**src/rtl/usb_irq_pkg.sv**
```systemverilog
package usb_irq_pkg;
  localparam int NSRC       = 6;
  localparam int IDX_DONE   = 0;
  localparam int IDX_ERR    = 1;
  localparam int IDX_PORT   = 2;
  localparam int IDX_ROLL   = 3;
  localparam int IDX_SYSERR = 4;
  localparam int IDX_ASYNC  = 5;
  // deferred sources wait for the threshold tick; the rest fire at once
  localparam logic [NSRC-1:0] DEFER_MASK = (NSRC'(1) << IDX_DONE)
                                         | (NSRC'(1) << IDX_ERR)
                                         | (NSRC'(1) << IDX_ASYNC);
  localparam logic [NSRC-1:0] IMM_MASK   = ~DEFER_MASK;
endpackage

```
**src/rtl/usb_irq_status.sv**
```systemverilog
module usb_irq_status
  import usb_irq_pkg::*;
(
  input  logic            clk,
  input  logic            rst,
  input  logic [NSRC-1:0] set_vec,
  input  logic [NSRC-1:0] clr_vec,
  output logic [NSRC-1:0] sts_q,
  output logic [NSRC-1:0] sts_next
);
  // set has priority over a same-cycle clear
  always_comb sts_next = (sts_q & ~clr_vec) | set_vec;

  always_ff @(posedge clk) begin
    if (rst) sts_q <= '0;
    else     sts_q <= sts_next;
  end
endmodule

```
**src/rtl/usb_irq_defer.sv**
```systemverilog
module usb_irq_defer
  import usb_irq_pkg::*;
(
  input  logic            clk,
  input  logic            rst,
  input  logic            thr_tick,
  input  logic [NSRC-1:0] sts_q,
  input  logic [NSRC-1:0] sts_next,
  input  logic [NSRC-1:0] en_q,
  output logic [NSRC-1:0] pend_q
);
  for (genvar i = 0; i < NSRC; i++) begin : g_src
    if (DEFER_MASK[i]) begin : g_pend
      logic p_q;
      always_ff @(posedge clk) begin
        if (rst)               p_q <= 1'b0;
        else if (!sts_next[i]) p_q <= 1'b0;
        else if (thr_tick)     p_q <= sts_q[i] & en_q[i];
      end
      assign pend_q[i] = p_q;
    end else begin : g_none
      assign pend_q[i] = 1'b0;
    end
  end
endmodule

```
**src/rtl/usb_irq_regport.sv**
```systemverilog
module usb_irq_regport
  import usb_irq_pkg::*;
#(
  parameter int               ADDR_W   = 8,
  parameter int               DATA_W   = 32,
  parameter logic [ADDR_W-1:0] STS_ADDR = 8'h14,
  parameter logic [ADDR_W-1:0] ENA_ADDR = 8'h18
) (
  input  logic              clk,
  input  logic              rst,
  input  logic              reg_wr,
  input  logic [ADDR_W-1:0] reg_addr,
  input  logic [DATA_W-1:0] reg_wdata,
  input  logic [NSRC-1:0]   sts_q,
  output logic [NSRC-1:0]   en_q,
  output logic [NSRC-1:0]   clr_vec,
  output logic [DATA_W-1:0] reg_rdata
);
  logic hit_sts, hit_ena;
  logic [DATA_W-1:0] rd_next;
  logic unused_wdata;

  assign hit_sts = (reg_addr == STS_ADDR);
  assign hit_ena = (reg_addr == ENA_ADDR);
  assign clr_vec = (reg_wr && hit_sts) ? reg_wdata[NSRC-1:0] : '0;
  assign unused_wdata = ^reg_wdata[DATA_W-1:NSRC];

  always_comb begin
    rd_next = '0;
    if (hit_sts)      rd_next[NSRC-1:0] = sts_q;
    else if (hit_ena) rd_next[NSRC-1:0] = en_q;
  end

  always_ff @(posedge clk) begin
    if (rst) begin
      en_q      <= '0;
      reg_rdata <= '0;
    end else begin
      if (reg_wr && hit_ena) en_q <= reg_wdata[NSRC-1:0];
      reg_rdata <= rd_next;
    end
  end
endmodule

```
**src/rtl/usb_irq_ctrl.sv**
```systemverilog
module usb_irq_ctrl
  import usb_irq_pkg::*;
#(
  parameter int               ADDR_W   = 8,
  parameter int               DATA_W   = 32,
  parameter logic [ADDR_W-1:0] STS_ADDR = 8'h14,
  parameter logic [ADDR_W-1:0] ENA_ADDR = 8'h18
) (
  input  logic              clk,
  input  logic              rst,
  input  logic              ev_ioc_retire,
  input  logic              ev_short_pkt,
  input  logic              ev_xact_err,
  input  logic              ev_err_ioc,
  input  logic              ev_port_chg,
  input  logic              ev_conn_released,
  input  logic              ev_frame_roll,
  input  logic              ev_sys_err,
  input  logic              ev_async_adv,
  input  logic              thr_tick,
  input  logic              reg_wr,
  input  logic [ADDR_W-1:0] reg_addr,
  input  logic [DATA_W-1:0] reg_wdata,
  output logic [DATA_W-1:0] reg_rdata,
  output logic              irq
);
  logic [NSRC-1:0] set_vec, clr_vec, sts_q, sts_next, en_q, pend_q;

  always_comb begin
    set_vec             = '0;
    set_vec[IDX_DONE]   = ev_ioc_retire | ev_short_pkt | (ev_xact_err & ev_err_ioc);
    set_vec[IDX_ERR]    = ev_xact_err;
    set_vec[IDX_PORT]   = ev_port_chg | ev_conn_released;
    set_vec[IDX_ROLL]   = ev_frame_roll;
    set_vec[IDX_SYSERR] = ev_sys_err;
    set_vec[IDX_ASYNC]  = ev_async_adv;
  end

  usb_irq_status u_status (
    .clk(clk), .rst(rst), .set_vec(set_vec), .clr_vec(clr_vec),
    .sts_q(sts_q), .sts_next(sts_next)
  );

  usb_irq_regport #(
    .ADDR_W(ADDR_W), .DATA_W(DATA_W), .STS_ADDR(STS_ADDR), .ENA_ADDR(ENA_ADDR)
  ) u_regs (
    .clk(clk), .rst(rst), .reg_wr(reg_wr), .reg_addr(reg_addr),
    .reg_wdata(reg_wdata), .sts_q(sts_q), .en_q(en_q),
    .clr_vec(clr_vec), .reg_rdata(reg_rdata)
  );

  usb_irq_defer u_defer (
    .clk(clk), .rst(rst), .thr_tick(thr_tick), .sts_q(sts_q),
    .sts_next(sts_next), .en_q(en_q), .pend_q(pend_q)
  );

  always_ff @(posedge clk) begin
    if (rst) irq <= 1'b0;
    else     irq <= (|(sts_q & en_q & IMM_MASK)) | (|(pend_q & en_q));
  end
endmodule

```
**config.mk**
```make
export PLATFORM = sky130hd
export DESIGN_NAME = usb_irq_ctrl
export DESIGN_NICKNAME = d
export VERILOG_FILES = /design/src/rtl/usb_irq_pkg.sv /design/src/rtl/usb_irq_status.sv /design/src/rtl/usb_irq_defer.sv /design/src/rtl/usb_irq_regport.sv /design/src/rtl/usb_irq_ctrl.sv
export SDC_FILE = /design/constraint.sdc
export NUM_CORES = 1
export LEC_CHECK = 0
export BUFFER_PORTS_ARGS = -buffer_cell sky130_fd_sc_hd__buf_2
export CAP_MARGIN = 20
export CELL_PAD_IN_SITES_DETAIL_PLACEMENT = 2
export CELL_PAD_IN_SITES_GLOBAL_PLACEMENT = 2
export CORE_MARGIN = 3
export CORE_UTILIZATION = 20
export CTS_CLUSTER_SIZE = 12
export DETAILED_ROUTE_END_ITERATION = 10
export HOLD_SLACK_MARGIN = 0.08
export PLACE_DENSITY_LB_ADDON = 0.1
export SLEW_MARGIN = 10
export SYNTH_ARGS = -nofsm -noshare
export SYNTH_HDL_FRONTEND = slang
export SYNTH_SLANG_ARGS = --single-unit
```
**constraint.sdc**
```tcl
create_clock -name clk -period 2.2 [get_ports clk]
set_clock_uncertainty 0.15 [all_clocks]
set_input_delay 0.22 -clock clk [delete_from_list [all_inputs] [get_ports clk]]
set_output_delay 0.22 -clock clk [all_outputs]
set_load 0.03 [all_outputs]
```
Yosys cells after proc, flatten, opt, wreduce, memory -nomap -nowiden --
Index checks and enable logic that the tools add are counted.
Word-level totals: word-level logic and storage cells 36, bits of input ports 53, output and inout port bits 33, register bits 48
Operators by class: bitwise logic cells 16, reduce and logical (&&, ||, !) cells 7, multiplexer cells 3, equality and inequality tests 2
Operator list (number):
- $mux W6 | 3
- $eq A8 B5 Y1 const B | 2
- $and A6 B6 Y6 | 2
- $not A6 Y6 | 1
- $or A6 B6 Y6 | 1
- $reduce_or A2 Y1 | 3
- $reduce_or A6 Y1 | 1
- $and A5 B5 Y5 | 1
- $and A1 B1 Y1 | 4
- $or A1 B1 Y1 | 4
- $not A1 Y1 | 3
- $reduce_or A3 Y1 | 1
- $logic_and A1 B1 Y1 | 2

Longest topological paths before layout --
Gate-level depths: netlist (run 1).
depth in word-level cells 8, depth in mapped cells 4, mapped depth without buffers 3

Hierarchy --
From an unflattened synthesis (run 1), not the netlist that was laid out.
Second synthesis, totals: cell total of the unflattened synthesis 146, area, all modules 1292.5 µm²
By module, submodules not included:
- usb_irq_regport | sequential area each 240.2 µm², times used 1, area each 763.2 µm², cells each 85
- usb_irq_status | sequential area each 120.1 µm², times used 1, area each 277.8 µm², cells each 30
- usb_irq_defer | sequential area each 60.1 µm², times used 1, area each 180.2 µm², cells each 22
- usb_irq_ctrl | sequential area each 20.0 µm², times used 1, area each 71.3 µm², cells each 9

Worst setup path after synthesis (run 1) --
No wires, ideal clock.
path kind input to register, from input port reg_addr[7], to register u_defer.g_src[0].g_pend.p_q, library setup time 0.145 ns, cell stages on the path 3, path buffers 0, setup slack 0.623 ns, data arrival time 1.283 ns, data required time 1.905 ns, cells stage by stage or4_4 > nor3_2 > a311oi_1
Between the ends: cells in the longest elaborated chain, start to end 8
Ends and longest elaborated chain:
- start: declaration | RTL line usb_irq_ctrl.sv:22 | input logic [ADDR_W-1:0] reg_addr,
- $eq A8 B5 Y1 | RTL line usb_irq_regport.sv:23 | assign hit_sts = (reg_addr == STS_ADDR);
- $logic_and A1 B1 Y1 | RTL line usb_irq_regport.sv:25 | assign clr_vec = (reg_wr && hit_sts) ? reg_wdata[NSRC-1:0] : '0;
- $mux W6 | RTL line usb_irq_regport.sv:25
- $not A6 Y6 | RTL line usb_irq_status.sv:12 | always_comb sts_next = (sts_q & ~clr_vec) | set_vec;
- $and A6 B6 Y6 | RTL line usb_irq_status.sv:12
- $or A6 B6 Y6 | RTL line usb_irq_status.sv:12
- $not A1 Y1 (no line)
- $reduce_or A2 Y1 (no line)
- end signal: assignment | RTL line usb_irq_defer.sv:18 | else if (thr_tick) p_q <= sts_q[i] & en_q[i];
- end: declaration | RTL line usb_irq_defer.sv:14 | logic p_q;
No other way between the ends. A chain may end at the register's enable or synchronous reset.

Final worst setup path (run 1) --
from input port reg_addr[7], to register u_status.sts_q[4]
Between the ends: cells in the longest elaborated chain, start to end 6
Ends and longest elaborated chain:
- $eq A8 B5 Y1 | RTL line usb_irq_regport.sv:23
- $logic_and A1 B1 Y1 | RTL line usb_irq_regport.sv:25
- $mux W6 | RTL line usb_irq_regport.sv:25
- $not A6 Y6 | RTL line usb_irq_status.sv:12
- $and A6 B6 Y6 | RTL line usb_irq_status.sv:12
- $or A6 B6 Y6 | RTL line usb_irq_status.sv:12
- end signal: assignment | RTL line usb_irq_status.sv:16 | else sts_q <= sts_next;
- end: declaration | RTL line usb_irq_status.sv:8 | output logic [NSRC-1:0] sts_q,
No other way between the ends.

==> results.yml, run 1 <==
synthesis:
  synth_flop_cell: "dfxtp_1"
  avgSynthCellArea_um2: 9.25
  yosys.cell_types.count: 24
  synth_edf_count: 0
  synth-seq-cells: 22
  ys_warn_count: 0
  syn_area_um2: 1140
  synth.top_cell.area_share: 0.387
  async_reset_ff_frac: 0
  synth_area_leaders: "dfxtp_1, buf_4, nand2b_1"
  syn_inst: 123
  synth_top_area_cell: "dfxtp_1"
  yosysSeqAreaShare: 0.387
routing:
  vias: 945
  remaining_drc_errors: 0
  wirelength_um: 2960
  drtPass1Iterations: 2
  routedWlPerCell_um: 12.6
  drt-initial-drc-count: 14
  antenna_left: 0
  viasPerCell: 4.04
placement:
  place_congestion: 0.654
  post-place-ws_ns: 0.359
  hpwl_um: 2330
  port-buffer-count: 33
worst_setup_path:
  crit_path_start: "reg_addr[7]"
  cpMaxStageDelayCell: "dlygate4sd3_1"
  cp-start-kind: "input pin"
  required_ns: 2.20
  critical_path_class: "in -> reg"
  r2r-start: "u_status.sts_q[4]$_SDFF_PP0_"
  path_max_fanout: 9
  crit_chain: "buf_2 > or4_4 > nor3_2 > buf_4 > a311oi_1 > dlygate4sd3_1"
  worstPathArrival_ns: 1.94
  cp-end-kind: "register"
  worst_path_largest_cell_delay_ns: 0.57
timing:
  worst_slack_ns: 0.257
  hold_viol_final: 0
  setup_viol: 0
  fin_crit_ns: 1.94
  min_period_over_period: 0.883
  finalSetupTns_ns: 0
  final_max_slew_viol_count: 0
  max_freq_mhz: 515
  rsz0062_at_grt: "false"
power:
  power.density_nw_per_um2: 592
  p_leak_uw: 0.000595
  ir_worst_vdd_mv: 0.194
global_route:
  antenna_found_initial: 0
  grt_overflow_total: 0
  grt.total_usage: 0.0923
  grt_pass1_wl_um: 4700
  grt_pass1_vias: 994
  grt_max_degree: 21
run:
  cap_viol_max_count: 0
layout:
  drive_above_1_share: 0.250
  synthToLayoutAreaGrowth_pct: 23.9
  final_cell_mix: "buf_2, conb_1, dfxtp_1"
  num-nets-final: 218
  final_common_cell: "buf_2"
  diodes: 0
cts:
  cts_root_buf: "clkbuf_8"
  htree_levels: 1
  clk_latency_ns: 0.26
  tritoncts: "done"
  clock-sinks: 22
  cts_made_buffers: 3
  clockBufferDepth: 2
  clk_pin_slew_ns: 0.08
die:
  io_pins: 86
  die_h_um: 81.4
  start_util: 0.214
  dieArea_um2: 6630
  placementRows: 26
  fp.coreArea_um2: 5300
  fp.dieW_um: 81.4
min_path:
  hp-start: "ev_frame_roll"
  min_path_type: "in -> reg"
status:
  outcome: "finished, final reports clean"
sequential cells by signal (all words and copies together), names as in the netlist:
| register | flops |
|---|---|
| u_regs.en_q | 6 |
| u_status.sts_q | 6 |
| irq | 1 |
| u_defer.g_src.g_pend.p_q | 3 |
| u_regs.reg_rdata | 6 |
layout make-up:
| type | count | area (um2) |
|---|---|---|
| inverter | 3 | 11.3 |
| multi-input combinational | 94 | 572 |
| timing repair buffer | 41 | 243 |
| tap | 70 | 87.6 |
| fill | 637 | 3890 |
| sequential | 22 | 440 |
| clock buffer | 4 | 55.1 |
per-layer routing:
| metal | vias to the layer above | GRT usage | part of all wire |
|---|---|---|---|
| met5 | - | 0 | 0 |
| met1 | 446 | 0.107 | 0.44 |
| met3 | 2 | 0.0252 | 0.066 |
| met2 | 37 | 0.165 | 0.49 |
| li1 | 460 | - | - |
| met4 | 0 | 0.0253 | 0.0071 |
where the power goes:
part           internal (uW)  switching (uW)  leakage [uW]  total (uW)
clock                    159             123     0.0000288         283
sequential               406            7.00      0.000179         413
combinational           42.8            95.3      0.000387         138
total                    608             226      0.000595         834
logic make-up after synthesis:
group	Yosys count	synth area share
other cells	1	0.00330
compound gates	26	0.165
buf+inv	32	0.193
flops	22	0.387
simple gates	36	0.199
mux	6	0.0528
per-stage QoR:
stage	total power [uW]	instance area [um2]	instances	util	hold WS [ns]
final	834	1410	234	0.266	0.0856
after CTS	850	1410	234	0.266	0.0831
after detailed placement	551	1280	223	0.242	0.293
after global placement	548	1280	223	0.242	0.283
after floorplan	547	1230	148	-	0.170
after global routing	885	1410	234	0.266	0.0922
cell usage after synthesis, types with 2 or more instances:
library cell	instances
a311oi_1	3
clkbuf_1	2
dfxtp_1	22
mux2i_1	6
a21oi_1	2
nor2_1	8
nor2b_1	7
inv_1	3
buf_4	26
o21bai_1	2
a22oi_1	9
nand2b_1	13
a31oi_1	5
a211oi_1	4
nand3b_1	2
what timing repair did:
item | CTS | global route
hold endpoints to repair | 9 | 0
hold buffers | 7 | 0
gates resized for setup | 0 | 0
buffers inserted | 0 | 0
worst max-delay path: cells and delay by family:
| kind | cells | cell delay [ns] |
|---|---|---|
| buffers and inverters | 3 | 0.87 |
| and+or+nand+nor | 2 | 0.73 |
| AOI/OAI and AO/OA | 1 | 0.12 |
final timing paths:
check	slack, ns	endpoint	cells past startpoint
worst max-delay path	0.26	u_status.sts_q[4]$_SDFF_PP0_	6
worst min-delay path	0.09	u_status.sts_q[3]$_SDFF_PP0_	3
worst max register to register	0.71	u_status.sts_q[4]$_SDFF_PP0_	3
worst min register to register	0.35	u_regs.en_q[4]$_SDFFE_PP0P_	2
(Power assumes the default switching activity.)
==> run 2, diff against run 1 <==
--- a/config.mk
+++ b/config.mk
@@ -7,13 +7,12 @@
 export LEC_CHECK = 0
 export BUFFER_PORTS_ARGS = -buffer_cell sky130_fd_sc_hd__buf_2
 export CAP_MARGIN = 20
-export CELL_PAD_IN_SITES_DETAIL_PLACEMENT = 2
-export CELL_PAD_IN_SITES_GLOBAL_PLACEMENT = 2
 export CORE_MARGIN = 3
-export CORE_UTILIZATION = 20
+export CORE_UTILIZATION = 39
 export CTS_CLUSTER_SIZE = 12
 export DETAILED_ROUTE_END_ITERATION = 10
 export HOLD_SLACK_MARGIN = 0.08
+export MAX_ROUTING_LAYER = met4
 export PLACE_DENSITY_LB_ADDON = 0.1
 export SLEW_MARGIN = 10
 export SYNTH_ARGS = -nofsm -noshare
==> results.yml, run 2 (synthesis gave the netlist of run 1 again) <==
power:
  pwr-share-clk: 0.276
  p_sw_frac: 0.275
  power.density_nw_per_um2: 555
  p_comb_frac: 0.185
  ir_worst_vdd_mv: 0.392
  internal-power_uw: 555
  p_switching_uw: 210
  p_leak_uw: 0.000605
  pwr-share-seq: 0.540
min_path:
  hp-start: "ev_port_chg"
  hold_end: "u_status.sts_q[2]$_SDFF_PP0_"
  min_path_type: "in -> reg"
  hold_depth: 3
cts:
  clk_pin_slew_ns: 0.11
  cts_resized: 0
  clockBufferDepth: 2
  tritoncts: "done"
  clk_latency_ns: 0.30
  htree_levels: 1
  cts_made_buffers: 3
  cts_root_buf: "clkbuf_4"
  clock-sinks: 22
layout:
  largestRegisters: "u_regs.en_q: 6 flops, u_regs.reg_rdata: 6 flops, u_status.sts_q: 6 flops"
  synthToLayoutAreaGrowth_pct: 21.3
  drive_above_1_share: 0.244
  final_cell_mix: "buf_2, conb_1, dfxtp_1"
  num-nets-final: 222
  diodes: 0
  fill_cells: 257
  final_common_cell: "buf_2"
die:
  fp.coreArea_um2: 2610
  dieArea_um2: 3600
  start_util: 0.435
  fp.dieW_um: 60
  placementRows: 18
  die_h_um: 60
  io_pins: 86
placement:
  place_congestion: 0.737
  port-buffer-count: 33
  hpwl_um: 1720
  post-place-ws_ns: 0.414
timing:
  fin_crit_ns: 1.98
  rsz0062_at_grt: "false"
  final_max_slew_viol_count: 0
  worst_slack_ns: 0.223
  setup_viol: 0
  min_period_over_period: 0.898
  hold_viol_final: 0
  max_freq_mhz: 506
  finalSetupTns_ns: 0
worst_setup_path:
  cp-start-kind: "input pin"
  reg2reg_slack_ns: 0.68
  path_max_fanout: 3
  worstPathArrival_ns: 2.02
  path_buf_inv: 3
  path_delay_family: "buffers and inverters"
  r2r-start: "u_status.sts_q[0]$_SDFF_PP0_"
  ff2ff_path_depth: 4
  crit_chain: "dlygate4sd3_1 > buf_2 > a211oi_1 > a21o_1 > a31oi_1 > dlygate4sd3_1"
  crit_path_start: "ev_xact_err"
  crit_top_cell: "dlygate4sd3_1"
  worst_path_largest_cell_delay_ns: 0.57
  cpMaxStageDelayCell: "dlygate4sd3_1"
  required_ns: 2.24
  critical_path_class: "in -> reg"
  reg2reg_to: "u_status.sts_q[0]$_SDFF_PP0_"
  cp-end-kind: "register"
routing:
  vias: 903
  antenna_left: 0
  wirelength_um: 2220
  remaining_drc_errors: 0
  drt-initial-drc-count: 15
  routedWlPerCell_um: 11.2
  viasPerCell: 4.56
  drtPass1Iterations: 4
global_route:
  grt_overflow_total: 0
  grt.total_usage: 0.139
  antenna_found_initial: 0
  grt_pass1_vias: 846
  grt_max_degree: 21
  grt_pass1_wl_um: 3680
run:
  cap_viol_max_count: 0
status:
  outcome: "finished, final reports clean"
-- run 2: changes by cell type in the layout (fill, tap and decap cells not counted), sizes merged --
cell | previous run | this run
dlygate4sd3 | 7 | 11
-- run 2: area by class of cell --
type,instances,area (um2),share of cell area
multi-input cells,94,572,0.414
flip-flops and latches,22,440,0.319
repair buffers,45,283,0.205
well taps,30,37.5,0.0272
clock buffers,4,36.3,0.0263
inverters,3,11.3,0.00816
-- run 2: metrics by stage --
stage | util | instances | power, uW | hold WS (ns) | instance area, um2
after global placement | 0.472 | 183 | 544 | 0.278 | 1230
after detailed placement | 0.472 | 183 | 547 | 0.285 | 1230
after global routing | 0.528 | 198 | 806 | 0.141 | 1380
after floorplan | - | 148 | 547 | 0.170 | 1230
final | 0.528 | 198 | 765 | 0.111 | 1380
after CTS | 0.528 | 198 | 775 | 0.108 | 1380
-- run 2: power groups by stage --
stage / Clock, uW / Combinational (uW) / Sequential [uW]
floorplan: 0 / 127 / 420
global placement: 0 / 122 / 422
detailed placement: 0 / 124 / 422
CTS: 222 / 140 / 413
global route: 237 / 155 / 415
finish: 211 / 141 / 413
-- run 2: worst max path at each step --
stage | end | slack (ns) | depth (start not counted)
after floorplan | u_defer.g_src[0].g_pend.p_q$_SDFFE_PP0P_ | 0.62 | 3
after global placement | u_regs.en_q[1]$_SDFFE_PP0P_ | 0.43 | 4
after detailed placement | u_regs.en_q[0]$_SDFFE_PP0P_ | 0.41 | 4
after CTS | u_status.sts_q[0]$_SDFF_PP0_ | 0.27 | 6
after global routing | u_status.sts_q[0]$_SDFF_PP0_ | 0.15 | 6
final | u_status.sts_q[0]$_SDFF_PP0_ | 0.22 | 6
-- run 2: tightest hold or removal path, delay by kind of cell --
kind,cells,cell delay [ns]
simple gates,1,0.12
buf+inv,1,0.10
compound gates,1,0.07
-- run 2: layer usage --
layer,up-vias,global-route usage,part of all wire
met5,-,-,0
met4,0,0.0285,0.0081
met3,2,0.0389,0.088
met2,38,0.228,0.47
met1,392,0.169,0.44
li1,471,-,-
-- run 2: what timing repair did --
action | CTS | global route
buffers inserted | 0 | 0
endpoints found under the hold margin | 12 | 0
hold buffers | 11 | 0
==> run 3, diff against run 2 <==
--- a/config.mk
+++ b/config.mk
@@ -8,7 +8,8 @@
 export BUFFER_PORTS_ARGS = -buffer_cell sky130_fd_sc_hd__buf_2
 export CAP_MARGIN = 20
 export CORE_MARGIN = 3
-export CORE_UTILIZATION = 39
+export CORE_UTILIZATION = 41
+export CTS_BUF_LIST = sky130_fd_sc_hd__clkbuf_2
 export CTS_CLUSTER_SIZE = 12
 export DETAILED_ROUTE_END_ITERATION = 10
 export HOLD_SLACK_MARGIN = 0.08
==> results.yml, run 3 (synthesis gave the netlist of run 1 again) <==
routing:
  drtPass1Iterations: 4
  viasPerCell: 4.60
  vias: 920
  remaining_drc_errors: 0
  drt-initial-drc-count: 19
  antenna_left: 0
  routedWlPerCell_um: 11.4
  wirelength_um: 2280
timing:
  max_freq_mhz: 554
  min_period_over_period: 0.821
  rsz0062_at_grt: "false"
  fin_crit_ns: 1.81
  setup_viol: 0
  final_max_slew_viol_count: 0
  finalSetupTns_ns: 0
  hold_viol_final: 0
die:
  io_pins: 86
  fp.coreArea_um2: 2570
  dieArea_um2: 3440
  placementRows: 18
  start_util: 0.443
  fp.dieW_um: 58.7
  die_h_um: 58.7
placement:
  place_congestion: 0.701
  dpl.cell_count: 183
  dpl_cell_area_um2: 1230
  hpwl_um: 1710
  port-buffer-count: 33
layout:
  synthToLayoutAreaGrowth_pct: 21.6
  layout.cells.non_filler: 200
  largestRegisters: "u_regs.en_q: 6 flops, u_regs.reg_rdata: 6 flops, u_status.sts_q: 6 flops"
  fill_cells: 260
  final_cell_mix: "buf_2, conb_1, dfxtp_1"
  final_cell_area_um2: 1380
  final_common_cell: "buf_2"
  drive_above_1_share: 0.235
  diodes: 0
  num-nets-final: 224
global_route:
  antenna_found_initial: 0
  grt_overflow_total: 0
  grt.total_usage: 0.140
  use_met1: 0.161
  grt_use_met2: 0.239
  grt_pass1_vias: 833
  top_usage_layer: "met2"
  grt_max_degree: 21
  grt_pass1_wl_um: 3600
  met3_usage: 0.0241
worst_setup_path:
  worstPathArrival_ns: 1.89
  cp-end-kind: "register"
  critical_path_class: "in -> reg"
  path_max_fanout: 9
  cp-start-kind: "input pin"
  required_ns: 2.29
power:
  power.density_nw_per_um2: 520
  pwr-share-clk: 0.223
  p_comb_frac: 0.202
  p_sw_frac: 0.308
  pwr-share-seq: 0.576
  ir_worst_vdd_mv: 0.312
  p_leak_uw: 0.000608
  internal-power_uw: 497
  p_switching_uw: 221
min_path:
  min_path_type: "in -> reg"
cts:
  htree_levels: 1
  cts_resized: 0
  postCtsSetupRepairBufs: 0
  clockBufferDepth: 2
  tritoncts: "done"
  clk_latency_ns: 0.33
  cts_made_buffers: 3
  cts_root_buf: "clkbuf_2"
  clk_pin_slew_ns: 0.20
  clock-sinks: 22
status:
  outcome: "finished, final reports clean"
run:
  cap_viol_max_count: 0
## run 3: power groups by stage
stage               Combinational (uW)  Sequential, uW  Clock, uW
floorplan                          127             420          0
global placement                   123             422          0
detailed placement                 125             422          0
CTS                                143             414        168
global route                       157             415        181
finish                             145             414        160
## run 3: cell type report
class	instances	area (um2)	share of cell area
clock buffers	3	15.0	0.0109
clock inverters	1	3.75	0.00271
inverters	3	11.3	0.00814
multi-input cells	94	572	0.414
flip-flops and latches	22	440	0.319
well taps	30	37.5	0.0271
repair buffers	47	303	0.219
## run 3: metal layers
layer | share of wire | vias up | wire length (um)
li1 | - | 472 | -
met3 | 0.074 | 5 | 168
met2 | 0.48 | 37 | 1090
met1 | 0.43 | 406 | 989
met4 | 0.018 | 0 | 41
met5 | 0 | - | 0
## run 3: what timing repair did
item / CTS / global route
hold buffers: 13 / 0
setup endpoints to repair: 0 / 0
hold endpoints to repair: 14 / 0
## run 3: per-stage QoR
step / utilization / hold WS, ns / setup WS [ns] / power (uW)
2_1_floorplan: - / 0.170 / 0.623 / 547
3_3_place_gp: 0.481 / 0.280 / 0.445 / 544
3_5_place_dp: 0.481 / 0.288 / 0.417 / 547
4_1_cts: 0.538 / 0.0817 / 0.405 / 725
5_1_grt: 0.538 / 0.0844 / 0.308 / 753
6_report: 0.538 / 0.0971 / 0.394 / 718
## run 3: worst paths after layout
path	start	to	slack [ns]	depth (start not counted)
max	reg_addr[7]	u_status.sts_q[4]$_SDFF_PP0_	0.39	6
min	ev_conn_released	u_status.sts_q[2]$_SDFF_PP0_	0.1	3
max reg2reg	u_status.sts_q[4]$_SDFF_PP0_	u_status.sts_q[4]$_SDFF_PP0_	0.71	3
min reg2reg	u_regs.en_q[4]$_SDFFE_PP0P_	u_regs.en_q[4]$_SDFFE_PP0P_	0.36	2
## run 3: worst max-delay path, cell delays in order
cell           delay (ns)
buf_2                0.10
or4_4                0.56
nor3_2               0.16
buf_4                0.19
a311oi_1             0.10
dlygate4sd3_1        0.57
